===== config.mk =====
export PLATFORM = sky130hd
export DESIGN_NAME = reg_bus_xcvr
export DESIGN_NICKNAME = d
export VERILOG_FILES = /design/src/rtl/xcvr_pkg.sv /design/src/rtl/strobe_capture.sv /design/src/rtl/path_driver.sv /design/src/rtl/reg_bus_xcvr.sv
export SDC_FILE = /design/constraint.sdc
export NUM_CORES = 1
export LEC_CHECK = 0
export CAP_MARGIN = 20
export CORE_MARGIN = 2
export CORE_UTILIZATION = 41
export CTS_CLUSTER_SIZE = 40
export DETAILED_ROUTE_END_ITERATION = 8
export GPL_TIMING_DRIVEN = 1
export HOLD_SLACK_MARGIN = 0.05
export PLACE_DENSITY = 0.83
export SYNTH_ARGS = -nofsm -noshare
export SYNTH_HDL_FRONTEND = slang
export SYNTH_SLANG_ARGS = --single-unit

===== constraint.sdc =====
create_clock -name clk -period 0.8 [get_ports clk]
set_input_delay 0.12 -clock clk [delete_from_list [all_inputs] [get_ports clk]]
set_output_delay 0.12 -clock clk [all_outputs]
set_load 0.05 [all_outputs]

===== src/rtl/xcvr_pkg.sv =====
package xcvr_pkg;

  // Source choice for one direction of transfer
  typedef enum logic {
    SRC_LIVE   = 1'b0,
    SRC_STORED = 1'b1
  } src_sel_e;

  // Number of transfer directions (A toward B, B toward A)
  localparam int NUM_DIR = 2;
  localparam int DIR_AB  = 0;
  localparam int DIR_BA  = 1;

endpackage


===== src/rtl/strobe_capture.sv =====
module strobe_capture #(
  parameter int W = 8
) (
  input  logic         clk,
  input  logic         rst,
  input  logic         strobe,
  input  logic [W-1:0] din,
  output logic [W-1:0] store_q
);

  logic strobe_q;
  logic load;

  // Previous sample follows the strobe even during reset, so a strobe
  // held high across reset release is not seen as an edge.
  always_ff @(posedge clk) begin
    strobe_q <= strobe;
  end

  assign load = strobe & ~strobe_q;

  always_ff @(posedge clk) begin
    if (rst) begin
      store_q <= '0;
    end else if (load) begin
      store_q <= din;
    end
  end

endmodule


===== src/rtl/path_driver.sv =====
module path_driver
  import xcvr_pkg::*;
#(
  parameter int W      = 8,
  parameter bit INVERT = 1'b0
) (
  input  logic         clk,
  input  logic         rst,
  input  src_sel_e     sel,
  input  logic         en,
  input  logic [W-1:0] live_d,
  input  logic [W-1:0] store_d,
  output logic [W-1:0] dout,
  output logic         doe
);

  logic [W-1:0] picked;
  logic [W-1:0] shaped;

  assign picked = (sel == SRC_STORED) ? store_d : live_d;

  generate
    if (INVERT) begin : g_inv
      assign shaped = ~picked;
    end else begin : g_pass
      assign shaped = picked;
    end
  endgenerate

  always_ff @(posedge clk) begin
    if (rst) begin
      dout <= '0;
      doe  <= 1'b0;
    end else begin
      dout <= shaped;
      doe  <= en;
    end
  end

endmodule


===== src/rtl/reg_bus_xcvr.sv =====
module reg_bus_xcvr
  import xcvr_pkg::*;
#(
  parameter int W      = 8,
  parameter bit INVERT = 1'b0
) (
  input  logic         clk,
  input  logic         rst,
  input  logic [W-1:0] a_in,
  output logic [W-1:0] a_out,
  output logic         a_oe,
  input  logic [W-1:0] b_in,
  output logic [W-1:0] b_out,
  output logic         b_oe,
  input  logic         cap_ab,
  input  logic         cap_ba,
  input  logic         sel_ab,
  input  logic         sel_ba,
  input  logic         en_ab,
  input  logic         en_ba_n
);

  // Per-direction views: index DIR_AB sources A and drives B,
  // index DIR_BA sources B and drives A.
  logic [W-1:0] live_d  [NUM_DIR];
  logic [W-1:0] store_q [NUM_DIR];
  logic [W-1:0] drv_d   [NUM_DIR];
  logic         drv_oe  [NUM_DIR];
  logic         strobe  [NUM_DIR];
  logic         en_act  [NUM_DIR];
  src_sel_e     sel_v   [NUM_DIR];

  assign live_d[DIR_AB] = a_in;
  assign live_d[DIR_BA] = b_in;
  assign strobe[DIR_AB] = cap_ab;
  assign strobe[DIR_BA] = cap_ba;
  assign en_act[DIR_AB] = en_ab;
  assign en_act[DIR_BA] = ~en_ba_n;
  assign sel_v[DIR_AB]  = src_sel_e'(sel_ab);
  assign sel_v[DIR_BA]  = src_sel_e'(sel_ba);

  generate
    for (genvar d = 0; d < NUM_DIR; d++) begin : g_dir
      strobe_capture #(.W(W)) u_cap (
        .clk     (clk),
        .rst     (rst),
        .strobe  (strobe[d]),
        .din     (live_d[d]),
        .store_q (store_q[d])
      );

      path_driver #(.W(W), .INVERT(INVERT)) u_drv (
        .clk     (clk),
        .rst     (rst),
        .sel     (sel_v[d]),
        .en      (en_act[d]),
        .live_d  (live_d[d]),
        .store_d (store_q[d]),
        .dout    (drv_d[d]),
        .doe     (drv_oe[d])
      );
    end
  endgenerate

  assign b_out = drv_d[DIR_AB];
  assign b_oe  = drv_oe[DIR_AB];
  assign a_out = drv_d[DIR_BA];
  assign a_oe  = drv_oe[DIR_BA];

endmodule


==> results.txt <==
----------------------------------------------------
[Detailed routing]
  DRC violations left ... 0
  Number of search-and-repair iterations in the first detailed-routing pass ... 4
  Initial drt markers ... 16
  Vias/cell ... 4.746
  Drt wl/cell ... 12.96 um
  Residual antenna-violating net count after detailed routing ... 0
  Total Routed Length ... 2.954 mm
  Number of vias in the routed layout ... 1082

[Setup path]
  Number of cells traversed by the worst register-to-register path ... 2
  Count of buffer and inverter cells on the critical path ... 1
  Largest stage delay, worst path ... ~360 ps
  Crit end category ... output port
  Path length in cells of the critical path ... 1
  Data arrival time of the critical path ... 820 ps
  Nature of the critical path startpoint ... flip-flop
  Gate family responsible for the most delay along the worst path ... flip-flops
  Cell-by-cell trace of the critical path ... buf_12
  Required time at the endpoint of the critical path ... 680 ps
  Top fanout value on the critical path ... 1
  Critical path type ... flip-flop to output port
  CP max-delay cell ... dfxtp_2

[Floorplan]
  Core Footprint ... between 0.003 and 0.004 mm^2
  Horizontal die dimension ... 63.11 um
  Die outline height ... between 60 and 70 um
  Die outline area ... approximately 0.004 mm^2
  Starting density of the core ... between 40% and 50%
  Ports ... 42
  Placement Rows ... 21

[Outcome]
  Violated checks ... setup timing
  Outcome ... finished, violations left

[Global routing]
  Maximum number of pins on one net before global-route repair ... 42
  Global-route wire length before repair ... 5.085 mm
  Via count of the first global-routing pass ... 1089
  Overall Global Routing Usage ... 16.51%
  Number of antenna violations at the first check in global routing ... 0
  Remaining Overflow, GRT ... 0

[CTS]
  Clock sink count ... 36
  Clock slew at reported path FFs ... roughly 100 ps
  H-tree levels ... 2
  Number of buffers inserted by post-CTS setup repair ... 0
  Clock tree from TritonCTS ... built
  Number of clock buffers inserted by TritonCTS ... 5
  Count of hold-fix buffers inserted at cts ... 0
  Clock root cell ... clkbuf_4
  Clock latency on the worst-skew pair ... 330 ps
  Maximum buffer depth of the clock tree ... 2

[Placed design]
  Buffers added on ports ... 41
  Routability congestion estimate ... 0.7184
  HPWL after detailed placement ... approximately 2.2 mm
  Post-place instance area ... around 0.0022 mm^2

[Pwr]
  Static leakage ... 0.9118 nW
  Overall power ... 3.804 mW
  Peak supply drop ... 0.9922 mV
  Power density cells ... around 1700 mW/mm^2

[Timing]
  Final count of negative-setup-slack endpoints ... 34
  Portion of the clock cycle consumed by the worst path in the final layout ... 117.6%
  Worst relative slew slack ... between 80% and 90%
  Post-route worst hold slack ... 319.3 ps
  Peak Freq ... 1.063 GHz
  Worst Max-Slew Pin Slew ... 163.9 ps
  Setup repair after global routing missed its margin ... yes
  Worst Slack Setup Final ... -140.5 ps
  Final period demand of the worst path ... 940.5 ps
  Slew Limit Fails ... 0
  Number of endpoints with negative hold slack in the final report ... 0
  Final worst clock skew ... between 3 and 4 ps

[Layout]
  Total non-filler cell area in the finished layout ... between 0.002 and 0.0025 mm^2
  Fraction of layout instances using a drive strength above 1 ... 41.76%
  Antenna diodes ... 0
  Count of filler cells inserted in the layout ... 249
  Register area ... 745.7 um^2
  Total area of multi-input combinational cells ... around 690 um^2
  NumNets Final ... 205
  Layout area overhead ... 58.60%

[Worst hold path]
  Worst min-delay path category ... input pin to flip-flop
  Hold Crit Depth ... 2

[Logic synthesis]
  Mean cell area of the mapped netlist ... 11.28 um^2
  Post-synthesis sequential area ratio ... 50.31%
  Proportion of netlist area held by the largest area contributor ... 50.31%
  Library cell with the largest summed area after synthesis ... dfxtp_1
  Area of the mapped netlist ... 0.001433 mm^2
  Most used flip-flop cell after synthesis ... dfxtp_1
  Post-synth EDFFs ... 0
  Post-synthesis instance total ... 127
  Leading post-synthesis cells by cell area ... dfxtp_1 (50%), nand4bb_1 (13%), mux2i_1 (11%), o21ai_2 (9.8%), nand2b_1 (7.0%)
  Ys Warns ... 0
  Cell variety after synth ... 10
  Post-synthesis sequential element count ... 36
  Post-synth top cells ... dfxtp_1 (36), nor2_1 (17)
  Syn_nets ... 151
  Most frequently used cell type in the post-synthesis netlist ... dfxtp_1
  FFs w/ async S/R, synth ... 0%

[Flow run]
  Number of maximum-capacitance violations ... 0

----------------------------------------------------
==> through the flow <==
step / setup TNS, ps / worst slack, ps / std cells / util [%]
floorplan: -63.71 / -3.982 / 127 / -
global placement: -10930 / -343.5 / 220 / 65.24
detailed placement: -11670 / -371.9 / 220 / 65.24
CTS: -3057 / -161.1 / 228 / 67.60
global route: -3922 / -190.5 / 228 / 68.09
finish: -2724 / -140.5 / 228 / 68.09
==> cells in the final DEF, fill, tap and decap left out <==
master	instances
mux2i_1	16
dlygate4sd2_1	2
nand2b_1	16
clkbuf_4	5
clkbuf_8	1
nor2b_1	1
nand4bb_4	1
o21ai_2	16
buf_4	10
and2b_4	2
nand4bb_1	15
nor2_1	17
dfxtp_2	20
dfxtp_1	16
clkdlybuf4s50_1	21
buf_12	21
clkbuf_1	2
==> worst paths after layout <==
path,start,endpoint,slack (ps)
setup reg to reg,g_dir[1].u_cap.strobe_q$_DFF_P_,g_dir[1].u_cap.store_q[6]$_SDFFE_PP0P_,-20
setup / recovery,g_dir[0].u_drv.dout[1]$_SDFF_PP0_,b_out[1],-140
hold reg to reg,g_dir[1].u_cap.store_q[7]$_SDFFE_PP0P_,g_dir[1].u_cap.store_q[7]$_SDFFE_PP0P_,500
hold / removal,en_ba_n,g_dir[1].u_drv.doe$_SDFF_PP0_,320
==> layout make-up <==
type                    instances  area share, %
flip-flops and latches         36          32.82
multi-input cells              84          30.23
clock buffers                   8          2.588
well taps                      46          2.533
repair buffers                 54          31.83
==> metal layers <==
layer	track usage, %	part of all wire (%)
met1	18.99	43
met2	27.93	52
met3	4.107	3.0
met4	9.167	2.2
met5	0	0
==> state kept, by name (all words and copies together) (netlist names) <==
signal                flops
g_dir.u_cap.strobe_q      2
g_dir.u_cap.store_q      16
g_dir.u_drv.dout         16
g_dir.u_drv.doe           2
==> power by group <==
| group | leakage (nW) | total (mW) | switching [mW] | internal, mW |
|---|---|---|---|---|
| logic | 0.576 | 0.850 | 0.383 | 0.467 |
| registers | 0.303 | 1.96 | 0.0613 | 1.90 |
| clock network | 0.0326 | 0.995 | 0.561 | 0.434 |
| total | 0.912 | 3.80 | 1.00 | 2.80 |
==> cell families after synthesis <==
group	after synthesis	synth area share, %
muxes	16	11.18
AOI/OAI and AO/OA	16	9.781
and+or+nand+nor	52	25.85
DFF	36	50.31
buffers and inverters	7	2.882
==> repair_timing <==
action	4_1_cts	5_1_grt
setup endpoints to repair	36	34
resized for setup	20	1
pin swaps	0	0
(Power assumes the default switching activity.)
